**config.mk**
```make
export PLATFORM = sky130hd
export DESIGN_NAME = pio_regfile
export DESIGN_NICKNAME = d
export VERILOG_FILES = /design/src/rtl/pio_pkg.sv /design/src/rtl/pio_wr_sync.sv /design/src/rtl/pio_cfg.sv /design/src/rtl/pio_portc.sv /design/src/rtl/pio_regfile.sv
export SDC_FILE = /design/constraint.sdc
export NUM_CORES = 1
export LEC_CHECK = 0
export ABC_AREA = 1
export BUFFER_PORTS_ARGS = -buffer_cell sky130_fd_sc_hd__buf_2
export CORE_ASPECT_RATIO = 0.5
export CORE_MARGIN = 2
export CORE_UTILIZATION = 49
export DETAILED_ROUTE_END_ITERATION = 12
export GPL_ROUTABILITY_DRIVEN = 0
export PLACE_DENSITY_LB_ADDON = 0.1
export SYNTH_ARGS = -nofsm -noshare
export SYNTH_HDL_FRONTEND = slang
export SYNTH_HIERARCHICAL = 1
export SYNTH_SLANG_ARGS = --single-unit
```
**constraint.sdc**
```tcl
create_clock -name clk -period 1.85 [get_ports clk]
set_input_delay 0.37 -clock clk [delete_from_list [all_inputs] [get_ports clk]]
set_output_delay 0.37 -clock clk [all_outputs]
set_load 0.005 [all_outputs]
```
**src/rtl/pio_pkg.sv**
```systemverilog
package pio_pkg;
   typedef enum logic [1:0] {
      SEL_A   = 2'd0,
      SEL_B   = 2'd1,
      SEL_C   = 2'd2,
      SEL_CTL = 2'd3
   } pio_sel_e;

   // field order matches the control word bits 6:0
   typedef struct packed {
      logic [1:0] a_mode;
      logic       a_in;
      logic       cu_in;
      logic       b_mode;
      logic       b_in;
      logic       cl_in;
   } pio_cfg_t;

   localparam pio_cfg_t CFG_RESET = 7'b00_1_1_0_1_1;
endpackage

```
**src/rtl/pio_wr_sync.sv**
```systemverilog
module pio_wr_sync #(
   parameter int SYNC_STAGES = 2,
   parameter int ADDR_W      = 2,
   parameter int DATA_W      = 8
) (
   input  logic              clk,
   input  logic              rst,
   input  logic              wr_n,
   input  logic              cs_n,
   input  logic [ADDR_W-1:0] addr,
   input  logic [DATA_W-1:0] din,
   output logic              commit,
   output logic [ADDR_W-1:0] c_addr,
   output logic [DATA_W-1:0] c_data
);
   localparam int MSB = SYNC_STAGES - 1;

   generate
      if (SYNC_STAGES < 2) begin : g_bad_sync
         $error("pio_wr_sync: SYNC_STAGES must be at least 2");
      end
   endgenerate

   logic [SYNC_STAGES-1:0] sh;
   logic                   prev;
   logic                   hold_v;
   logic                   rise;

   always_ff @(posedge clk or posedge rst) begin
      if (rst) begin
         sh   <= '1;
         prev <= 1'b1;
      end else begin
         sh   <= {sh[SYNC_STAGES-2:0], wr_n};
         prev <= sh[MSB];
      end
   end

   assign rise = sh[MSB] & ~prev;

   always_ff @(posedge clk or posedge rst) begin
      if (rst) begin
         hold_v <= 1'b0;
         c_addr <= '0;
         c_data <= '0;
      end else if (!wr_n && !cs_n) begin
         hold_v <= 1'b1;
         c_addr <= addr;
         c_data <= din;
      end else if (rise) begin
         hold_v <= 1'b0;
      end
   end

   assign commit = rise & hold_v;


   single_commit_chk: assert property (@(posedge clk) disable iff (rst)
      commit |=> !commit);
endmodule

```
**src/rtl/pio_cfg.sv**
```systemverilog
module pio_cfg
   import pio_pkg::*;
#(
   parameter int ADDR_W = 2,
   parameter int DATA_W = 8
) (
   input  logic              clk,
   input  logic              rst,
   input  logic              commit,
   input  logic [ADDR_W-1:0] c_addr,
   input  logic [DATA_W-1:0] c_data,
   output pio_cfg_t          cfg,
   output logic              mode_wr,
   output logic              bsr_wr,
   output logic [2:0]        bsr_idx,
   output logic              bsr_val,
   output logic              inte_a1,
   output logic              inte_a2,
   output logic              inte_b,
   output logic [7:0]        pin_hs_in,
   output logic [7:0]        pin_hs_out,
   output logic [7:0]        pin_io,
   output logic [7:0]        pin_io_in,
   output logic [7:0]        pin_m0
);
   logic ctl_hit;

   assign ctl_hit = commit && (c_addr == ADDR_W'(SEL_CTL));
   assign mode_wr = ctl_hit &&  c_data[7];
   assign bsr_wr  = ctl_hit && !c_data[7];
   assign bsr_idx = c_data[3:1];
   assign bsr_val = c_data[0];

   always_ff @(posedge clk or posedge rst) begin
      if (rst)          cfg <= CFG_RESET;
      else if (mode_wr) cfg <= pio_cfg_t'(c_data[6:0]);
   end

   // per-line role of port C derived from both group modes
   always_comb begin
      pin_hs_in  = '0;
      pin_hs_out = '0;
      pin_io     = '0;
      pin_io_in  = '0;
      pin_m0     = '0;
      if (!cfg.b_mode) begin
         pin_io[2:0]    = 3'b111;
         pin_io_in[2:0] = {3{cfg.cl_in}};
         pin_m0[2:0]    = 3'b111;
      end else begin
         pin_hs_out[1:0] = 2'b11;
         pin_hs_in[2]    = 1'b1;
      end
      case (cfg.a_mode)
         2'b00: begin
            pin_io[7:3]    = 5'b11111;
            pin_io_in[7:4] = {4{cfg.cu_in}};
            pin_io_in[3]   = cfg.cl_in;
            pin_m0[7:4]    = 4'b1111;
            pin_m0[3]      = !cfg.b_mode;
         end
         2'b01: begin
            pin_hs_out[3] = 1'b1;
            if (cfg.a_in) begin
               pin_hs_in[4]   = 1'b1;
               pin_hs_out[5]  = 1'b1;
               pin_io[7:6]    = 2'b11;
               pin_io_in[7:6] = {2{cfg.cu_in}};
            end else begin
               pin_hs_out[7]  = 1'b1;
               pin_hs_in[6]   = 1'b1;
               pin_io[5:4]    = 2'b11;
               pin_io_in[5:4] = {2{cfg.cu_in}};
            end
         end
         default: begin
            pin_hs_out[3] = 1'b1;
            pin_hs_in[4]  = 1'b1;
            pin_hs_out[5] = 1'b1;
            pin_hs_in[6]  = 1'b1;
            pin_hs_out[7] = 1'b1;
         end
      endcase
   end

   always_ff @(posedge clk or posedge rst) begin
      if (rst) begin
         inte_a1 <= 1'b0;
         inte_a2 <= 1'b0;
         inte_b  <= 1'b0;
      end else if (mode_wr) begin
         inte_a1 <= 1'b0;
         inte_a2 <= 1'b0;
         inte_b  <= 1'b0;
      end else if (bsr_wr && pin_hs_in[bsr_idx]) begin
         case (bsr_idx)
            3'd2:    inte_b  <= bsr_val;
            3'd4:    inte_a2 <= bsr_val;
            3'd6:    inte_a1 <= bsr_val;
            default: ;
         endcase
      end
   end


   mode_clears_flags_chk: assert property (@(posedge clk) disable iff (rst)
      mode_wr |=> (!inte_a1 && !inte_a2 && !inte_b));

   cfg_hold_chk: assert property (@(posedge clk) disable iff (rst)
      !mode_wr |=> $stable(cfg));
endmodule

```
**src/rtl/pio_portc.sv**
```systemverilog
module pio_portc #(
   parameter int DATA_W = 8
) (
   input  logic              clk,
   input  logic              rst,
   input  logic              mode_wr,
   input  logic              direct_wr,
   input  logic [DATA_W-1:0] wdata,
   input  logic              bsr_wr,
   input  logic [2:0]        bsr_idx,
   input  logic              bsr_val,
   input  logic [7:0]        pin_hs_in,
   input  logic [7:0]        pin_hs_out,
   input  logic [7:0]        pin_io,
   input  logic [7:0]        pin_io_in,
   input  logic [7:0]        pin_m0,
   input  logic              inte_a1,
   input  logic              inte_a2,
   input  logic              inte_b,
   input  logic [7:0]        pc_in,
   output logic [7:0]        pc_latch,
   output logic [7:0]        pc_oe,
   output logic [7:0]        pc_rd
);
   logic [7:0] flag_at;
   logic [7:0] io_out;

   assign flag_at = {1'b0, inte_a1, 1'b0, inte_a2, 1'b0, inte_b, 2'b00};
   assign io_out  = pin_io & ~pin_io_in;

   for (genvar i = 0; i < 8; i++) begin : g_line
      localparam logic [2:0] IDX = 3'(i);
      assign pc_oe[i] = pin_hs_out[i] | io_out[i];
      always_ff @(posedge clk or posedge rst) begin
         if (rst)                                     pc_latch[i] <= 1'b0;
         else if (mode_wr)                            pc_latch[i] <= 1'b0;
         else if (direct_wr && io_out[i] && pin_m0[i]) pc_latch[i] <= wdata[i];
         else if (bsr_wr && bsr_idx == IDX && pc_oe[i]) pc_latch[i] <= bsr_val;
      end
      assign pc_rd[i] = pin_hs_in[i] ? flag_at[i]
                      : io_out[i]    ? pc_latch[i]
                      :                pc_in[i];
   end


   latch_idle_chk: assert property (@(posedge clk) disable iff (rst)
      !(mode_wr || direct_wr || bsr_wr) |=> $stable(pc_latch));

   flag_cmd_no_pin_chk: assert property (@(posedge clk) disable iff (rst)
      (bsr_wr && pin_hs_in[bsr_idx]) |=> $stable(pc_latch));
endmodule

```
**src/rtl/pio_regfile.sv**
```systemverilog
module pio_regfile
   import pio_pkg::*;
#(
   parameter int DATA_W      = 8,
   parameter int ADDR_W      = 2,
   parameter int SYNC_STAGES = 2
) (
   input  logic              clk,
   input  logic              rst,
   input  logic              cs_n,
   input  logic              rd_n,
   input  logic              wr_n,
   input  logic [ADDR_W-1:0] addr,
   input  logic [DATA_W-1:0] din,
   output logic [DATA_W-1:0] dout,
   output logic              dout_oe,
   input  logic [DATA_W-1:0] pa_in,
   input  logic [DATA_W-1:0] pb_in,
   input  logic [DATA_W-1:0] pc_in,
   output logic [DATA_W-1:0] pa_out,
   output logic [DATA_W-1:0] pb_out,
   output logic [DATA_W-1:0] pc_out,
   output logic              pa_oe,
   output logic              pb_oe,
   output logic [DATA_W-1:0] pc_oe,
   output logic [1:0]        grp_a_mode,
   output logic              grp_b_mode,
   output logic              inte_a1,
   output logic              inte_a2,
   output logic              inte_b
);
   generate
      if (DATA_W != 8) begin : g_bad_width
         $error("pio_regfile: port C line roles need DATA_W == 8");
      end
      if (ADDR_W != 2) begin : g_bad_addr
         $error("pio_regfile: four registers need ADDR_W == 2");
      end
   endgenerate

   logic              commit;
   logic [ADDR_W-1:0] c_addr;
   logic [DATA_W-1:0] c_data;
   pio_cfg_t          cfg;
   logic              mode_wr, bsr_wr, bsr_val;
   logic [2:0]        bsr_idx;
   logic [7:0]        pin_hs_in, pin_hs_out, pin_io, pin_io_in, pin_m0;
   logic [7:0]        pc_rd;
   logic [DATA_W-1:0] pa_latch, pb_latch;

   pio_wr_sync #(.SYNC_STAGES(SYNC_STAGES), .ADDR_W(ADDR_W), .DATA_W(DATA_W)) u_sync (
      .clk(clk), .rst(rst), .wr_n(wr_n), .cs_n(cs_n), .addr(addr), .din(din),
      .commit(commit), .c_addr(c_addr), .c_data(c_data));

   pio_cfg #(.ADDR_W(ADDR_W), .DATA_W(DATA_W)) u_cfg (
      .clk(clk), .rst(rst), .commit(commit), .c_addr(c_addr), .c_data(c_data),
      .cfg(cfg), .mode_wr(mode_wr), .bsr_wr(bsr_wr), .bsr_idx(bsr_idx),
      .bsr_val(bsr_val), .inte_a1(inte_a1), .inte_a2(inte_a2), .inte_b(inte_b),
      .pin_hs_in(pin_hs_in), .pin_hs_out(pin_hs_out), .pin_io(pin_io),
      .pin_io_in(pin_io_in), .pin_m0(pin_m0));

   pio_portc #(.DATA_W(DATA_W)) u_portc (
      .clk(clk), .rst(rst), .mode_wr(mode_wr),
      .direct_wr(commit && (c_addr == ADDR_W'(SEL_C))), .wdata(c_data),
      .bsr_wr(bsr_wr), .bsr_idx(bsr_idx), .bsr_val(bsr_val),
      .pin_hs_in(pin_hs_in), .pin_hs_out(pin_hs_out), .pin_io(pin_io),
      .pin_io_in(pin_io_in), .pin_m0(pin_m0), .inte_a1(inte_a1),
      .inte_a2(inte_a2), .inte_b(inte_b), .pc_in(pc_in),
      .pc_latch(pc_out), .pc_oe(pc_oe), .pc_rd(pc_rd));

   always_ff @(posedge clk or posedge rst) begin
      if (rst) begin
         pa_latch <= '0;
         pb_latch <= '0;
      end else if (mode_wr) begin
         pa_latch <= '0;
         pb_latch <= '0;
      end else if (commit && c_addr == ADDR_W'(SEL_A)) begin
         pa_latch <= c_data;
      end else if (commit && c_addr == ADDR_W'(SEL_B)) begin
         pb_latch <= c_data;
      end
   end

   assign pa_oe      = !cfg.a_in && !cfg.a_mode[1];
   assign pb_oe      = !cfg.b_in;
   assign pa_out     = pa_latch;
   assign pb_out     = pb_latch;
   assign grp_a_mode = cfg.a_mode;
   assign grp_b_mode = cfg.b_mode;

   always_comb begin
      case (pio_sel_e'(addr))
         SEL_A:   dout = pa_oe ? pa_latch : pa_in;
         SEL_B:   dout = pb_oe ? pb_latch : pb_in;
         SEL_C:   dout = pc_rd;
         default: dout = {1'b1, cfg};
      endcase
   end

   assign dout_oe = !cs_n && !rd_n && wr_n;


   mode_clears_ports_chk: assert property (@(posedge clk) disable iff (rst)
      mode_wr |=> (pa_out == '0 && pb_out == '0 && pc_out == '0));
endmodule

```
==> impl_metrics.tcl, run 1 <==
set metrics [dict create \
    yosysSeqAreaShare_pct 33.55 \
    syn_area_sq_um 3606 \
    fin_crit_sh_pct 130.4 \
    dp.cells 770 \
    grt_use_total_pct 27.80 \
    ys_ff_latch 48 \
    netlist-cell-type-count 28 \
    critPathKind "register to output pin" \
    min_path_type "input port to asynchronous set/reset pin" \
    drcViolationCount 0 \
    clockBufferDepth 2 \
    grt_pass1_wl_mm 17.67 \
    io_buffers 87 \
    slew_headroom_pct 59.92 \
    postCtsHoldBufs 0 \
    drv_cap 0 \
    post-place-ws_ns -0.2431 \
    ios 88 \
    die_y_um 64.66 \
    clk_pin_slew_ns 0.07 \
    floorplan.rows 22 \
    cts.sinks 48 \
    drt_iter0_drc 374 \
    die-area_sq_um 8103 \
    synth.avg_cell_area_sq_um 6.271 \
    finish.utilization_pct 65.88 \
    finalClockSkew_ns 0.005978 \
    swShare_pct 40.10 \
    p_comb_share_pct 50.9 \
    layout.nets 732 \
    status "finished with violations" \
    cts_tree "done" \
    antenna_left 0 \
    clk_latency_ns 0.29 \
    dp_hpwl_mm 8.369 \
    internal_power_mw 3.040 \
    final_common_cell "nand2_1" \
    cts_buffers 5 \
    mostFrequentLayoutCells "nand2_1 (186), buf_2 (82), inv_1 (76)" \
    hold_viol 0 \
    grt_start_max_net_pins 17 \
    fin_hold_ws_ns 0.1028 \
    syn_inst 575 \
    wl_per_cell_um 14.36 \
    antenna_found_initial 0 \
    finalPower_mw 5.074 \
    vias 3883 \
    grt-ovfl-total 0 \
    ys.warnings.count 6 \
    design_area_sq_um 4770 \
    path_max_fanout 4 \
    syn_to_final_growth_pct 32.27 \
    fmaxAchievable_mhz 414.7 \
    design.core.area_sq_um 7239 \
    pwr-share-seq_pct 31.3 \
    slew_viol_final 0 \
    clkPwrFrac_pct 17.8 \
    die_x_um 125.3 \
    viasPerCell 4.915 \
    vdd_ir_drop_max_mv 0.5171 \
    tightest_slew_ns 0.6006 \
    p_switching_mw 2.035 \
    start_util_pct 49.81 \
    critPathArrivalTime_ns 2.04 \
    violations "setup timing" \
    drive_gt1_share_pct 35.88 \
    period_minus_slack_ns 2.412 \
    worstPathRequired_ns 1.48 \
    fin_ws_ns -0.5615 \
    diodes 0 \
    place_area_sq_um 4222 \
    firstDrtPassIters 6 \
    final-instance-count-excl-fill 790 \
    end_kind "output pin" \
    worstSetupStartpointType "register" \
    grt_pass1_vias 3527 \
    cts-root-buf "clkbuf_16" \
    rr_worst_depth 15 \
    setup_viol 17 \
    cts_max_level 2 \
    rsz0062_at_grt "true" \
    power.leakage_nw 2.728 \
    p_per_area_nw_per_um2 1064 \
    final.setup.tns_ns -4.743 \
    postRouteWirelength_mm 11.35 \
]
==> synthesized netlist by cell type <==
cell type / count / share of area (%)
o21ai_0: 18 / 2.5
nand3_1: 50 / 6.9
a31oi_1: 3 / 0.52
clkbuf_2: 1 / 0.14
nor3b_1: 2 / 0.42
o21ai_1: 1 / 0.14
inv_1: 92 / 9.6
buf_6: 3 / 0.94
nand3_2: 1 / 0.28
buf_2: 2 / 0.28
dfstp_2: 7 / 5.1
buf_8: 1 / 0.42
buf_12: 1 / 0.56
dfrtp_1: 41 / 28
nand2_4: 2 / 0.62
nand4_1: 3 / 0.52
nor2_2: 5 / 0.87
a21oi_1: 13 / 1.8
o211ai_1: 1 / 0.21
nand2_2: 5 / 0.87
conb_1: 1 / 0.10
inv_2: 4 / 0.42
nor2_1: 65 / 6.8
buf_4: 35 / 7.3
inv_8: 1 / 0.31
a21oi_2: 2 / 0.49
nand2_1: 207 / 22
o21ai_2: 8 / 1.9
==> registers in the layout, indices dropped and copies added, names as in the netlist <==
| signal | count |
|---|---|
| pa_out | 8 |
| pb_out | 8 |
| u_cfg/cfg | 7 |
| u_cfg/inte_a1 | 1 |
| u_cfg/inte_a2 | 1 |
| u_cfg/inte_b | 1 |
| u_portc/pc_latch | 8 |
| u_sync/c_addr | 2 |
| u_sync/c_data | 8 |
| u_sync/hold_v | 1 |
| u_sync/prev | 1 |
| u_sync/sh | 2 |
==> area by class of cell <==
class	count	area, sq um
fill	697	2470
multi-input combinational	394	1941
sequential	48	1210
timing repair buffer	147	985.9
inverter	97	375.4
clock buffer	7	132.6
tap	96	120.1
clock inverter	1	5.005
==> power by group through the flow <==
stage,sequential (mW),clock (mW),combinational (mW)
after floorplan,1.55,0,1.20
after global placement,1.59,0,2.05
after detailed placement,1.59,0,2.08
after global routing,1.62,0.974,2.82
after CTS,1.57,0.913,2.26
final,1.59,0.905,2.58
==> worst paths after layout <==
path | start | to | slack [ns]
hold reg to reg | u_sync/sh[0] | u_sync/sh[1] | 0.36
setup / recovery | u_cfg/cfg[3] | dout[5] | -0.56
setup reg to reg | u_cfg/cfg[4] | u_portc/pc_latch[4] | -0.04
max in group asynchronous | rst | pa_out[7] | 1.29
min in group clk | wr_n | u_sync/sh[0] | 0.28
hold / removal | rst | u_cfg/cfg[6] | 0.10
==> what timing repair did <==
action,4_1_cts,5_1_grt
pin swaps,14,18
setup buffers,11,7
gates resized for setup,32,65
endpoints found under the hold margin,0,0
setup endpoints to repair,17,43
==> logic make-up after synthesis <==
| group | count (synthesis) | synth area share, % |
|---|---|---|
| buffers and inverters | 140 | 19.92 |
| AND/OR/NAND/NOR | 340 | 38.83 |
| flip-flops | 48 | 33.55 |
| AO/OA/AOI/OAI | 46 | 7.599 |
| other | 1 | 0.1040 |
==> critical path: stages, from the launching register on <==
cell and delay [ns]:
dfstp_2 0.53, inv_1 0.14, nor2_4 0.19, inv_1 0.07, nand2_2 0.08, nand2_1 0.06, a21oi_2 0.22, inv_1 0.09
nor2_2 0.11, a21oi_1 0.05, nand3_1 0.08, buf_2 0.11
==> routing by layer <==
metal  share of wire [%]  up-vias  wire (um)  global-route usage (%)
li1                    -     1939          -                       -
met1                  50     1767       5639                   42.64
met2                  42      163       4811                   42.19
met3                 7.0       14        799                   4.872
met4                0.84        0         95                   3.333
met5                   0        -          0                       0
No activity file was read; power rests on OpenSTA's default activity.
==> inputs of run 2 (changes only) <==
--- a/config.mk
+++ b/config.mk
@@ -9,7 +9,8 @@
 export BUFFER_PORTS_ARGS = -buffer_cell sky130_fd_sc_hd__buf_2
 export CORE_ASPECT_RATIO = 0.5
 export CORE_MARGIN = 2
-export CORE_UTILIZATION = 49
+export CORE_UTILIZATION = 50
+export CTS_BUF_LIST = sky130_fd_sc_hd__clkbuf_4 sky130_fd_sc_hd__clkbuf_8
 export DETAILED_ROUTE_END_ITERATION = 12
 export GPL_ROUTABILITY_DRIVEN = 0
 export PLACE_DENSITY_LB_ADDON = 0.1
==> impl_metrics.tcl, run 2 (synthesis results as in run 1) <==
set metrics [dict create \
    clkPwrFrac_pct 14.5 \
    clk_latency_ns 0.32 \
    n_fill_cell 617 \
    cts_max_level 2 \
    cts-root-buf "clkbuf_8" \
    clockBufferDepth 2 \
    drv_cap 0 \
    end_kind "output pin" \
    finish.utilization_pct 68.97 \
    place_area_sq_um 4187 \
    grt_start_max_net_pins 18 \
    die_y_um 64.05 \
    p_switching_mw 1.977 \
    io_buffers 87 \
    p_per_area_nw_per_um2 1021 \
    p_comb_share_pct 52.2 \
    firstDrtPassIters 5 \
    pwr-share-seq_pct 33.2 \
    status "finished with violations" \
    design.core.area_sq_um 6832 \
    tightest_slew_ns 0.6128 \
    ios 88 \
    finalClockSkew_ns 0.01376 \
    die_x_um 124.1 \
    post-place-ws_ns -0.1265 \
    path_max_fanout 3 \
    grt-ovfl-total 0 \
    fin_crit_sh_pct 130.6 \
    slew_viol_final 0 \
    syn_to_final_growth_pct 30.67 \
    critPathKind "register to output pin" \
    design_area_sq_um 4712 \
    grt_use_total_pct 27.25 \
    final-instance-count-excl-fill 783 \
    die-area_sq_um 7949 \
    violations "setup timing" \
    cts_buffers 5 \
    postRouteWirelength_mm 10.65 \
    cts_tree "done" \
    viasPerCell 4.948 \
    worstPathRequired_ns 1.48 \
    final.setup.tns_ns -4.459 \
    start_util_pct 52.78 \
    dp.cells 762 \
    mostFrequentLayoutCells "nand2_1 (183), buf_2 (82), inv_1 (74)" \
    power.leakage_nw 2.705 \
    internal_power_mw 2.835 \
    worstSetupStartpointType "register" \
    grt_pass1_vias 3423 \
    layout.nets 729 \
    drive_gt1_share_pct 36.61 \
    postCtsHoldBufs 0 \
    rsz0062_at_grt "true" \
    finalPower_mw 4.812 \
    drt_iter0_drc 265 \
    hold_viol 0 \
    swShare_pct 41.08 \
    wl_per_cell_um 13.60 \
    min_path_type "input port to asynchronous set/reset pin" \
    floorplan.rows 21 \
    final_common_cell "nand2_1" \
    fin_hold_ws_ns 0.06478 \
    setup_viol 17 \
    slew_headroom_pct 59.10 \
    dp_hpwl_mm 7.995 \
    clk_pin_slew_ns 0.10 \
    vias 3874 \
    drcViolationCount 0 \
    antenna_found_initial 0 \
    antenna_left 0 \
    vdd_ir_drop_max_mv 0.6184 \
    cts.sinks 48 \
    critPathArrivalTime_ns 2.05 \
    grt_pass1_wl_mm 16.49 \
    period_minus_slack_ns 2.417 \
    diodes 0 \
    fin_ws_ns -0.5667 \
    fmaxAchievable_mhz 413.8 \
]
run 2: changes by cell type in the layout (fill, tap and decap cells not counted), moves of 3 or more:
cell / change
clkbuf_8: +6
nand2_1: -3
buf_4: -5
nand2_4: +4
clkbuf_16: -5
inv_4: +3
run 2: timing repair:
item / 4_1_cts / 5_1_grt
buffers inserted: 6 / 11
resized for setup: 45 / 63
endpoints found under the hold margin: 0 / 0
endpoints found under the setup margin: 16 / 34
pin swaps: 23 / 35
gates cloned: 0 / 0
run 2: worst max-delay path: stages (launching register included):
cell     delay (ns)
dfstp_2        0.60
inv_2          0.05
nand2_2        0.08
nand2_4        0.07
nor2_2         0.12
buf_4          0.14
nor2_2         0.04
nand2_1        0.06
a31oi_1        0.08
inv_1          0.06
nor2_1         0.03
a21oi_1        0.14
nand3_1        0.13
buf_2          0.15
run 2: layout make-up:
| class | count | area [sq um] | area share (%) |
|---|---|---|---|
| clock buffers | 6 | 82.58 | 1.753 |
| clock inverters | 2 | 13.76 | 0.2921 |
| inverters | 97 | 382.9 | 8.125 |
| multi-input cells | 394 | 1934 | 41.05 |
| flip-flops and latches | 48 | 1212 | 25.73 |
| well taps | 92 | 115.1 | 2.443 |
| repair buffers | 144 | 970.9 | 20.61 |
run 2: power by group through the flow:
stage	logic, mW	clock network [mW]	registers, mW
5_1_grt	2.79	0.775	1.63
4_1_cts	2.18	0.714	1.58
3_3_place_gp	1.98	0	1.60
3_5_place_dp	2.00	0	1.60
2_1_floorplan	1.20	0	1.55
6_report	2.51	0.699	1.60
run 2: final timing paths:
path | startpoint | end | slack [ns] | cells past startpoint
worst min register to register | u_sync/sh[0] | u_sync/sh[1] | 0.36 | 0
worst min-delay path | rst | u_portc/pc_latch[6] | 0.06 | 2
max in group asynchronous | rst | pa_out[7] | 1.28 | 2
worst max register to register | u_sync/sh[1] | u_portc/pc_latch[0] | 0.09 | 8
min in group clk | wr_n | u_sync/sh[0] | 0.25 | 1
worst max-delay path | u_cfg/cfg[4] | dout[6] | -0.57 | 13
run 2: metal layers:
layer	vias to the layer above	global-route usage [%]	wire [um]
li1	1938	-	-
met1	1786	38.16	4766
met2	139	43.44	4866
met4	0	4.073	88
met5	-	0	0
met3	11	6.875	928
